--- src/rtl/tmr_pkg.sv ---
package tmr_pkg;
  typedef enum logic [1:0] {
    MODE_OFF     = 2'b00,
    MODE_EVENT   = 2'b01,
    MODE_TIMER   = 2'b10,
    MODE_CAPTURE = 2'b11
  } tmr_mode_e;

  localparam int PS_BITS = 3;

  typedef struct packed {
    tmr_mode_e          mode;
    logic               rsv;
    logic               run;
    logic               pol;
    logic [PS_BITS-1:0] pexp;
  } tmr_ctrl_t;

  localparam int CTRL_W = $bits(tmr_ctrl_t);
endpackage

--- src/rtl/tmr_pin_sync.sv ---
module tmr_pin_sync #(
  parameter int STAGES = 2
) (
  input  logic clk,
  input  logic rst_n,
  input  logic pin_i,
  input  logic pol_i,
  output logic lvl_o,
  output logic act_edge_o,
  output logic trail_edge_o
);
  logic [STAGES-1:0] chain_q;
  logic              prev_q;
  logic              prev_lvl;

  genvar g;
  generate
    for (g = 0; g < STAGES; g++) begin : g_stage
      if (g == 0) begin : g_first
        always_ff @(posedge clk or negedge rst_n)
          if (!rst_n) chain_q[g] <= 1'b0;
          else        chain_q[g] <= pin_i;
      end else begin : g_next
        always_ff @(posedge clk or negedge rst_n)
          if (!rst_n) chain_q[g] <= 1'b0;
          else        chain_q[g] <= chain_q[g-1];
      end
    end
  endgenerate

  always_ff @(posedge clk or negedge rst_n)
    if (!rst_n) prev_q <= 1'b0;
    else        prev_q <= chain_q[STAGES-1];

  assign lvl_o        = chain_q[STAGES-1] ^ pol_i;
  assign prev_lvl     = prev_q ^ pol_i;
  assign act_edge_o   = lvl_o & ~prev_lvl;
  assign trail_edge_o = ~lvl_o & prev_lvl;
endmodule

--- src/rtl/tmr_src_div.sv ---
module tmr_src_div #(
  parameter int PS_BITS = 3
) (
  input  logic               clk,
  input  logic               rst_n,
  input  logic               en_i,
  input  logic               gate_i,
  input  logic [1:0]         clk_sel_i,
  input  logic               slow_tick_i,
  input  logic [PS_BITS-1:0] pexp_i,
  output logic               tick_o
);
  localparam int PRE_W = (1 << PS_BITS) - 1;

  logic [1:0]       div4_q;
  logic [PRE_W-1:0] pre_q;
  logic [PRE_W:0]   span;
  logic [PRE_W:0]   span_m1;
  logic [PRE_W-1:0] mask;
  logic             base_tick;
  logic             adv;

  always_comb begin
    unique case (clk_sel_i)
      2'b00:   base_tick = 1'b1;
      2'b01:   base_tick = (div4_q == 2'd3);
      default: base_tick = slow_tick_i;
    endcase
  end

  assign span    = {{PRE_W{1'b0}}, 1'b1} << pexp_i;
  assign span_m1 = span - 1'b1;
  assign mask    = span_m1[PRE_W-1:0];
  assign adv     = en_i & gate_i & base_tick;
  assign tick_o  = adv & ((pre_q & mask) == mask);

  always_ff @(posedge clk or negedge rst_n) begin
    if (!rst_n) begin
      div4_q <= '0;
      pre_q  <= '0;
    end else if (!en_i) begin
      div4_q <= '0;
      pre_q  <= '0;
    end else if (gate_i) begin
      div4_q <= div4_q + 2'd1;
      if (base_tick) pre_q <= pre_q + 1'b1;
    end
  end
endmodule

--- src/rtl/tmr_count_core.sv ---
module tmr_count_core #(
  parameter int CNT_W = 8
) (
  input  logic             clk,
  input  logic             rst_n,
  input  logic             wr_load_i,
  input  logic             direct_i,
  input  logic [CNT_W-1:0] data_i,
  input  logic             tick_i,
  input  logic             halted_i,
  input  logic             flag_clr_i,
  output logic [CNT_W-1:0] cnt_o,
  output logic             flag_o,
  output logic             wake_o
);
  logic [CNT_W-1:0] cnt_q;
  logic [CNT_W-1:0] reload_q;
  logic             flag_q;
  logic             wake_q;
  logic             roll;

  assign roll = tick_i & (cnt_q == '1) & ~direct_i;

  always_ff @(posedge clk or negedge rst_n) begin
    if (!rst_n) begin
      cnt_q    <= '0;
      reload_q <= '0;
      flag_q   <= 1'b0;
      wake_q   <= 1'b0;
    end else begin
      if (wr_load_i) reload_q <= data_i;
      if (direct_i)  cnt_q <= data_i;
      else if (roll) cnt_q <= reload_q;
      else if (tick_i) cnt_q <= cnt_q + 1'b1;
      if (roll)            flag_q <= 1'b1;
      else if (flag_clr_i) flag_q <= 1'b0;
      wake_q <= roll & halted_i;
    end
  end

  assign cnt_o  = cnt_q;
  assign flag_o = flag_q;
  assign wake_o = wake_q;
endmodule

--- src/rtl/tmr_evcnt_cap.sv ---
module tmr_evcnt_cap
  import tmr_pkg::*;
#(
  parameter int CNT_W       = 8,
  parameter int SYNC_STAGES = 2
) (
  input  logic             clk,
  input  logic             rst_n,
  input  logic             wr_ctrl,
  input  logic             wr_load,
  input  logic [CNT_W-1:0] wr_data,
  input  logic [1:0]       clk_sel,
  input  logic             slow_tick,
  input  logic             ext_pin,
  input  logic             halted,
  input  logic             flag_clr,
  output logic [CNT_W-1:0] cnt_out,
  output logic [7:0]       ctrl_out,
  output logic             ovf_flag,
  output logic             wake_req
);
  tmr_ctrl_t ctrl_q;
  tmr_ctrl_t ctrl_wr;
  logic      lvl, act_edge, trail_edge;
  logic      active, timed, src_en, src_gate, src_tick, evt_tick, tick;
  logic      direct;

  assign ctrl_wr = tmr_ctrl_t'({wr_data[7:6], 1'b0, wr_data[4:0]});

  assign active = ctrl_q.run & (ctrl_q.mode != MODE_OFF);
  assign timed  = ctrl_q.run & ((ctrl_q.mode == MODE_TIMER) | (ctrl_q.mode == MODE_CAPTURE));
  assign src_en = timed;
  assign src_gate = (ctrl_q.mode == MODE_CAPTURE) ? lvl : 1'b1;
  assign evt_tick = ctrl_q.run & (ctrl_q.mode == MODE_EVENT) & act_edge;
  assign tick     = src_tick | evt_tick;
  assign direct   = wr_load & ~active;

  always_ff @(posedge clk or negedge rst_n) begin
    if (!rst_n) ctrl_q <= '0;
    else if (wr_ctrl) ctrl_q <= ctrl_wr;
    else if (ctrl_q.run && ctrl_q.mode == MODE_CAPTURE && trail_edge) ctrl_q.run <= 1'b0;
  end

  tmr_pin_sync #(.STAGES(SYNC_STAGES)) u_sync (
    .clk(clk), .rst_n(rst_n), .pin_i(ext_pin), .pol_i(ctrl_q.pol),
    .lvl_o(lvl), .act_edge_o(act_edge), .trail_edge_o(trail_edge)
  );

  tmr_src_div #(.PS_BITS(PS_BITS)) u_div (
    .clk(clk), .rst_n(rst_n), .en_i(src_en), .gate_i(src_gate),
    .clk_sel_i(clk_sel), .slow_tick_i(slow_tick), .pexp_i(ctrl_q.pexp),
    .tick_o(src_tick)
  );

  tmr_count_core #(.CNT_W(CNT_W)) u_core (
    .clk(clk), .rst_n(rst_n), .wr_load_i(wr_load), .direct_i(direct),
    .data_i(wr_data), .tick_i(tick), .halted_i(halted), .flag_clr_i(flag_clr),
    .cnt_o(cnt_out), .flag_o(ovf_flag), .wake_o(wake_req)
  );

  assign ctrl_out = ctrl_q;
endmodule

--- config.mk ---
export PLATFORM = sky130hd
export DESIGN_NAME = tmr_evcnt_cap
export DESIGN_NICKNAME = d
export VERILOG_FILES = /design/src/rtl/tmr_pkg.sv /design/src/rtl/tmr_pin_sync.sv /design/src/rtl/tmr_src_div.sv /design/src/rtl/tmr_count_core.sv /design/src/rtl/tmr_evcnt_cap.sv
export SDC_FILE = /design/constraint.sdc
export NUM_CORES = 1
export LEC_CHECK = 0
export ABC_AREA = 1
export BUFFER_PORTS_ARGS = -buffer_cell sky130_fd_sc_hd__buf_2
export CAP_MARGIN = 0
export CORE_MARGIN = 10
export CORE_UTILIZATION = 35
export CTS_CLUSTER_DIAMETER = 80
export DETAILED_ROUTE_END_ITERATION = 10
export HOLD_SLACK_MARGIN = 0.12
export SYNTH_ARGS = -nofsm -noshare
export SYNTH_HDL_FRONTEND = slang
export SYNTH_HIERARCHICAL = 1
export SYNTH_SLANG_ARGS = --single-unit
--- constraint.sdc ---
create_clock -name clk -period 2.7 [get_ports clk]
set_input_delay 0.405 -clock clk [delete_from_list [all_inputs] [get_ports clk]]
set_output_delay 0.405 -clock clk [all_outputs]
set_load 0.03 [all_outputs]
==> impl_metrics.yaml, run 1 <==
run_status:
  outcome: "finished, final reports clean"
synth:
  synth_nets: 299
  synth_common_cells: "nand2_1, inv_1, dfrtp_1"
  yosysMostFrequentCell: "nand2_1"
  yosys.area.top_type: "dfrtp_1"
  synth_area_um2: 2100
  synth_top_area_share: 0.442
  ys_ff_latch: 37
  synth_ff_type: "dfrtp_1"
  synth_area_per_cell_um2: 7.54
  yosysWarnings: 6
  synthTopCellsByArea: "dfrtp_1, nand2_1, nand3_1, inv_1, o21ai_0"
  async_reset_ff_frac: 1.00
  synth_cells: 278
  ys_types: 30
  ys_seq_area_frac: 0.442
  synth_edf_count: 0
sta:
  max_clock_freq_ghz: 0.439
  slew_violations: 0
  setup_tns_ns: 0
  tightest_slew_ns: 0.834
  hold_violations: 0
  timing.final.crit_share: 0.843
  fin_worst_skew_ns: 0.00196
  setup_viol: 0
  relSlewSlack: 0.444
  rsz0062_at_grt: "no"
  final.min_clock_period_ns: 2.28
floorplan:
  fp-row-count: 28
  io_pins: 36
  die_area_um2: 9490
  core_um2: 5890
  start_util: 0.356
  die_y_um: 97.4
  die_x_um: 97.4
layout:
  final_util: 0.418
  drive_gt1_frac: 0.196
  fill_cells: 638
  finalNetCount: 337
  antenna_cells: 0
  area_growth_pct: 17.3
grt:
  grt_pass1_vias: 1822
  antenna_found_initial: 0
  overflow: 0
  grt_use_total: 0.105
  grt_max_degree: 38
  grt_pass1_wl_mm: 8.46
clock_network:
  htree_num_levels: 2
  cts_hold_buf: 0
  clock-sinks: 37
  tritoncts: "built"
  clockRootBuffer: "clkbuf_8"
  clockBufferDepth: 2
  cts_buffers: 5
  cts_setup_buffers: 0
  path_clk_slew_ns: 0.07
  clk_latency_ns: 0.29
  cts_resized: 0
routing:
  drtIter0Drc: 52
  drc_errors: 0
  vias_per_cell: 4.68
  vias: 1836
  postRouteAntennaNets: 0
  wl_per_cell_um: 12.4
  drt-pass1-iter-count: 4
  wl_mm: 4.86
power:
  seqPwrFrac: 0.446
  p_int_w: 0.00101
  switching_share: 0.326
  max-vdd-ir-drop_mv: 0.290
  power_density_nw_per_um2: 611
  leakage_nw: 1.39
  fin_total_pwr_w: 0.00150
  p_comb_frac: 0.222
  p_clk_frac: 0.332
  p_switching_w: 0.000490
critical_path:
  cp_max_fo: 10
  path_delay_family: "simple AND/OR/NAND/NOR gates"
  regToRegEndpoint: "u_core/cnt_o[0]"
  r2r_setup_slack_ns: 0.42
  worstSetupStartpointType: "flop"
  cp-end-kind: "flop"
  reg2reg_depth: 16
  reg2reg_from: "ctrl_out[3]"
  slowest_delay_ns: 0.45
  critPathBufInv: 3
  critPathKind: "reg -> reg"
  critical_path_required_ns: 2.87
  path_cells: "inv_2 > nand2_1 > nand2_2 > nand3b_1 > nand2_1 > inv_2 > nand3_2 > nor2_1 > nand2_1 > inv_1 > o21bai_1 > nand2_1 > nor2_4 > nand2_4 > nand3_1 > o211ai_1"
  cpMaxStageDelayCell: "dfrtp_1"
  crit_path_frequent_cell: "nand2_1"
  arrival_ns: 2.44
flow_run:
  maxCapViolations: 0
placement:
  place_hpwl_mm: 3.59
  globalplace.congestion: 0.881
  port_buffers: 34
worst_hold_path:
  worstHoldPathType: "in -> async"
==> how the worst max path moves through the flow <==
| stage | slack [ns] | cells after the start | to | from |
|---|---|---|---|---|
| 2_1_floorplan | 0.52 | 17 | u_core/cnt_o[5] | ctrl_out[3] |
| 3_3_place_gp | 0.53 | 16 | u_core/cnt_o[1] | ctrl_out[3] |
| 3_5_place_dp | 0.43 | 16 | u_core/cnt_o[0] | ctrl_out[3] |
| 4_1_cts | 0.40 | 16 | u_core/cnt_o[0] | ctrl_out[3] |
| 5_1_grt | 0.12 | 18 | u_core/cnt_o[5] | ctrl_out[3] |
| 6_report | 0.42 | 16 | u_core/cnt_o[0] | ctrl_out[3] |
==> flip-flops by register name, indices dropped and copies added (netlist names) <==
name,flops
u_div/div4_q,2
u_core/cnt_o,8
u_core/wake_o,1
u_core/reload_q,8
u_core/flag_o,1
u_div/pre_q,7
u_sync/prev_q,1
ctrl_out,7
u_sync/chain_q,2
==> through the flow <==
step	hold WS [ns]	setup slack [ns]	instance area, um^2	instances
finish	0.210	0.423	2460	392
global route	0.198	0.123	2460	392
CTS	0.205	0.402	2460	392
detailed placement	0.345	0.430	2340	384
global placement	0.332	0.534	2340	384
floorplan	0.109	0.519	2100	278
==> metal layers <==
metal | part of all wire | track usage | wire length, um | vias up
li1 | - | - | - | 952
met1 | 0.48 | 0.129 | 2340 | 842
met2 | 0.46 | 0.171 | 2220 | 35
met3 | 0.049 | 0.0341 | 237 | 7
met4 | 0.012 | 0.0336 | 59 | 0
met5 | 0 | 0 | 0 | -
==> power groups by stage <==
| stage | logic, W | registers (W) | clock network (W) |
|---|---|---|---|
| after floorplan | 0.000164 | 0.000738 | 0 |
| after global placement | 0.000336 | 0.000681 | 0 |
| after detailed placement | 0.000338 | 0.000681 | 0 |
| after CTS | 0.000338 | 0.000671 | 0.000515 |
| after global routing | 0.000376 | 0.000681 | 0.000544 |
| final | 0.000334 | 0.000670 | 0.000498 |
==> cell type report <==
| cell class | count | area (um^2) | area share |
|---|---|---|---|
| Clock buffer | 7 | 86.3 | 0.0351 |
| Clock inverter | 1 | 30.0 | 0.0122 |
| Inverter | 46 | 173 | 0.0702 |
| Multi-Input combinational cell | 190 | 966 | 0.393 |
| Sequential cell | 37 | 926 | 0.376 |
| Tap cell | 75 | 93.8 | 0.0381 |
| Timing Repair Buffer | 36 | 185 | 0.0753 |
==> cell families after synthesis <==
kind of cell	synth area share
XOR/XNOR	0.00835
AND/OR/NAND/NOR	0.332
other	0.00179
adder cells (fa/ha/maj)	0.0179
buffers and inverters	0.0978
flip-flops	0.442
AO/OA/AOI/OAI	0.0949
multiplexers	0.00537
==> cell usage in the layout, fill, tap and decap left out, types with 2 or more instances in the layout <==
master,instances
ha_1,3
nor2_8,2
nand3_1,33
inv_2,4
dfrtp_1,37
o21ai_1,3
buf_2,34
clkbuf_8,6
inv_1,41
o21bai_1,3
o211ai_1,2
buf_4,2
nor2_1,14
nand2_2,2
nand2_1,88
o21ai_0,16
xor2_1,2
nor2_2,3
nand3_2,3
a22oi_1,7
nand2_4,2
Note: power is estimated with default switching activity, not from simulation.
==> run 2, diff against run 1 <==
--- a/config.mk
+++ b/config.mk
@@ -5,7 +5,7 @@
 export SDC_FILE = /design/constraint.sdc
 export NUM_CORES = 1
 export LEC_CHECK = 0
-export ABC_AREA = 1
+export ABC_AREA = 0
 export BUFFER_PORTS_ARGS = -buffer_cell sky130_fd_sc_hd__buf_2
 export CAP_MARGIN = 0
 export CORE_MARGIN = 10
==> constraint.sdc (replaced) <==
create_clock -name clk -period 2 [get_ports clk]
set_input_delay 0.3 -clock clk [delete_from_list [all_inputs] [get_ports clk]]
set_output_delay 0.3 -clock clk [all_outputs]
set_load 0.03 [all_outputs]
==> run 2 against run 1 <==
  * The flow now finishes with violations (setup timing)
  * Worst setup slack worse by 0.59 ns
  * Total power is 23% higher
  * Global-route usage is 0.61 points higher
  * Utilization is 5.4 points higher
  * Final cell count is 22% lower
  * First-iteration DRC count is 100% higher
  * Die area is 7.0% lower
  * Clock-buffer cell count is 1 lower
  * Clock power is 2% higher
  * Flip-flop and latch count stayed put
  * Combinational power is 35% higher
  * Design area is 0.15% lower
  * Largest cell class unchanged
  * Highest routed layer unchanged
==> impl_metrics.yaml, run 2 <==
run_status:
  outcome: "finished with violations"
  violations: "setup timing"
synth:
  synth_area_um2: 1910
  ys_types: 50
  synth_common_cells: "dfrtp_1, o21ai_0, nand2_1"
  ys_ff_latch: 37
  synthTopCellsByArea: "dfrtp_1, mux2_2, mux2_4, mux2i_1, o21ai_0"
  ys_seq_area_frac: 0.484
  synth_edf_count: 0
  synth_nets: 196
  yosys.area.top_type: "dfrtp_1"
  synth_cells: 175
  synth_area_per_cell_um2: 10.9
  yosysMostFrequentCell: "dfrtp_1"
  yosysWarnings: 6
  async_reset_ff_frac: 1.00
  synth_top_area_share: 0.484
  synth_ff_type: "dfrtp_1"
critical_path:
  critPathKind: "reg -> reg"
  r2r_setup_slack_ns: -0.17
  path_cells: "xor2_1 > nand3b_1 > or3b_4 > and4bb_2 > a41o_4 > nand2_2 > xnor2_1 > a311oi_1 > a21oi_1"
  cp_max_fo: 6
  critical_path_required_ns: 2.15
  regToRegEndpoint: "u_core/cnt_o[2]"
  slowest_delay_ns: 0.39
  reg2reg_depth: 9
  arrival_ns: 2.32
  reg2reg_from: "u_sync/chain_q[1]"
  cp-end-kind: "flop"
  worstSetupStartpointType: "flop"
  cpMaxStageDelayCell: "dfrtp_1"
sta:
  setup_tns_ns: -0.291
  tightest_slew_ns: 0.633
  fin_worst_skew_ns: 0.00754
  setup_viol: 4
  fin_ws_ns: -0.172
  rsz0062_at_grt: "yes"
  hold_violations: 0
  timing.final.crit_share: 1.09
  slew_violations: 0
  final.min_clock_period_ns: 2.17
  relSlewSlack: 0.567
  max_clock_freq_ghz: 0.460
clock_network:
  path_clk_slew_ns: 0.07
  htree_num_levels: 2
  clockBufferDepth: 2
  clockRootBuffer: "clkbuf_8"
  cts_buffers: 5
  clock-sinks: 37
  tritoncts: "built"
  clk_latency_ns: 0.29
grt:
  antenna_found_initial: 0
  grt_pass1_wl_mm: 8.02
  overflow: 0
  use_met3: 0.0216
  grt_use_total: 0.112
  grt_pass1_vias: 1648
  met2_usage: 0.164
  use_met1: 0.157
  grt-busiest-layer: "met2"
  grt_max_degree: 23
layout:
  area_growth_pct: 28.4
  final_area_um2: 2460
  drive_gt1_frac: 0.384
  layout_common_cells: "dfrtp_1, buf_2, buf_4"
  finalNetCount: 257
  fill_cells: 518
  mostFrequentLayoutCell: "dfrtp_1"
  final_util: 0.472
  finalNonFillerCells: 307
  antenna_cells: 0
flow_run:
  maxCapViolations: 0
power:
  power_density_nw_per_um2: 753
  p_comb_frac: 0.245
  p_switching_w: 0.000600
  max-vdd-ir-drop_mv: 0.419
  p_clk_frac: 0.275
  p_int_w: 0.00125
  seqPwrFrac: 0.480
  switching_share: 0.324
  leakage_nw: 1.14
placement:
  dp_slack_ns: -0.217
  globalplace.congestion: 0.822
  placed_cell_area_um2: 2270
  port_buffers: 34
  place_hpwl_mm: 3.44
  dp.cells: 290
worst_hold_path:
  hold_depth: 2
  hold_end: "u_core/flag_o"
  worstHoldPathType: "in -> reg"
  min_from: "flag_clr"
routing:
  wl_mm: 4.79
  vias: 1557
  drtIter0Drc: 105
  drt-pass1-iter-count: 4
  postRouteAntennaNets: 0
  vias_per_cell: 5.07
  wl_per_cell_um: 15.6
  drc_errors: 0
floorplan:
  io_pins: 36
  core_um2: 5200
  die_area_um2: 8820
  die_x_um: 93.9
  fp-row-count: 26
  die_y_um: 93.9
  start_util: 0.368
-- run 2: final cells by class --
cell class	instances	area (um^2)	area share
multi-input cells	128	970	0.395
flip-flops and latches	37	927	0.377
repair buffers	61	378	0.154
well taps	70	87.6	0.0357
clock buffers	6	72.6	0.0295
inverters	3	11.3	0.00458
clock inverters	2	10.0	0.00408
-- run 2: repair_timing --
item                                    in CTS  in global routing
endpoints found under the setup margin      10                 10
gates cloned                                 0                  0
hold buffers                                 2                  0
resized for setup                            3                  5
endpoints found under the hold margin       16                  0
pin swaps                                    1                  1
buffers inserted                             2                  5
-- run 2: metal layers --
layer	vias to the layer above	wire length [um]
met5	-	0
met4	0	81
met3	7	134
met2	28	2200
met1	765	2380
li1	757	-
-- run 2: critical path: cells and delay by family, from the launching register on --
family / cells / cell delay [ns]
xor gates and xnor gates: 2 / 0.25
AOI/OAI and AO/OA: 3 / 0.51
and+or+nand+nor: 4 / 0.88
DFF: 1 / 0.39
-- run 2: cells by family after synthesis --
group / after synthesis / share of synthesized area
AOI/OAI and AO/OA: 38 / 0.127
xor gates and xnor gates: 8 / 0.0366
adders and majority gates: 3 / 0.0196
buffers and inverters: 10 / 0.0268
DFF: 37 / 0.484
muxes: 19 / 0.118
other: 1 / 0.00196
and+or+nand+nor: 59 / 0.186
-- run 2: worst max path at each step --
stage / from / depth (start not counted) / end
2_1_floorplan: ctrl_out[3] / 11 / u_core/cnt_o[2]
3_3_place_gp: u_sync/chain_q[1] / 9 / u_core/cnt_o[2]
3_5_place_dp: u_sync/chain_q[1] / 9 / u_core/cnt_o[2]
4_1_cts: u_sync/chain_q[1] / 9 / u_core/cnt_o[2]
5_1_grt: u_sync/chain_q[1] / 9 / u_core/cnt_o[2]
6_report: u_sync/chain_q[1] / 9 / u_core/cnt_o[2]
-- run 2: power groups by stage --
stage,sequential (W),combinational [W],clock [W]
final,0.000888,0.000452,0.000509
after global routing,0.000900,0.000498,0.000556
after CTS,0.000888,0.000442,0.000523
after detailed placement,0.000902,0.000432,0
after global placement,0.000899,0.000428,0
after floorplan,0.000975,0.000196,0
-- run 2: through the flow --
step / power (W) / hold slack, ns
2_1_floorplan: 0.00117 / 0.00441
3_3_place_gp: 0.00133 / 0.236
3_5_place_dp: 0.00133 / 0.243
4_1_cts: 0.00185 / 0.199
5_1_grt: 0.00195 / 0.200
6_report: 0.00185 / 0.211
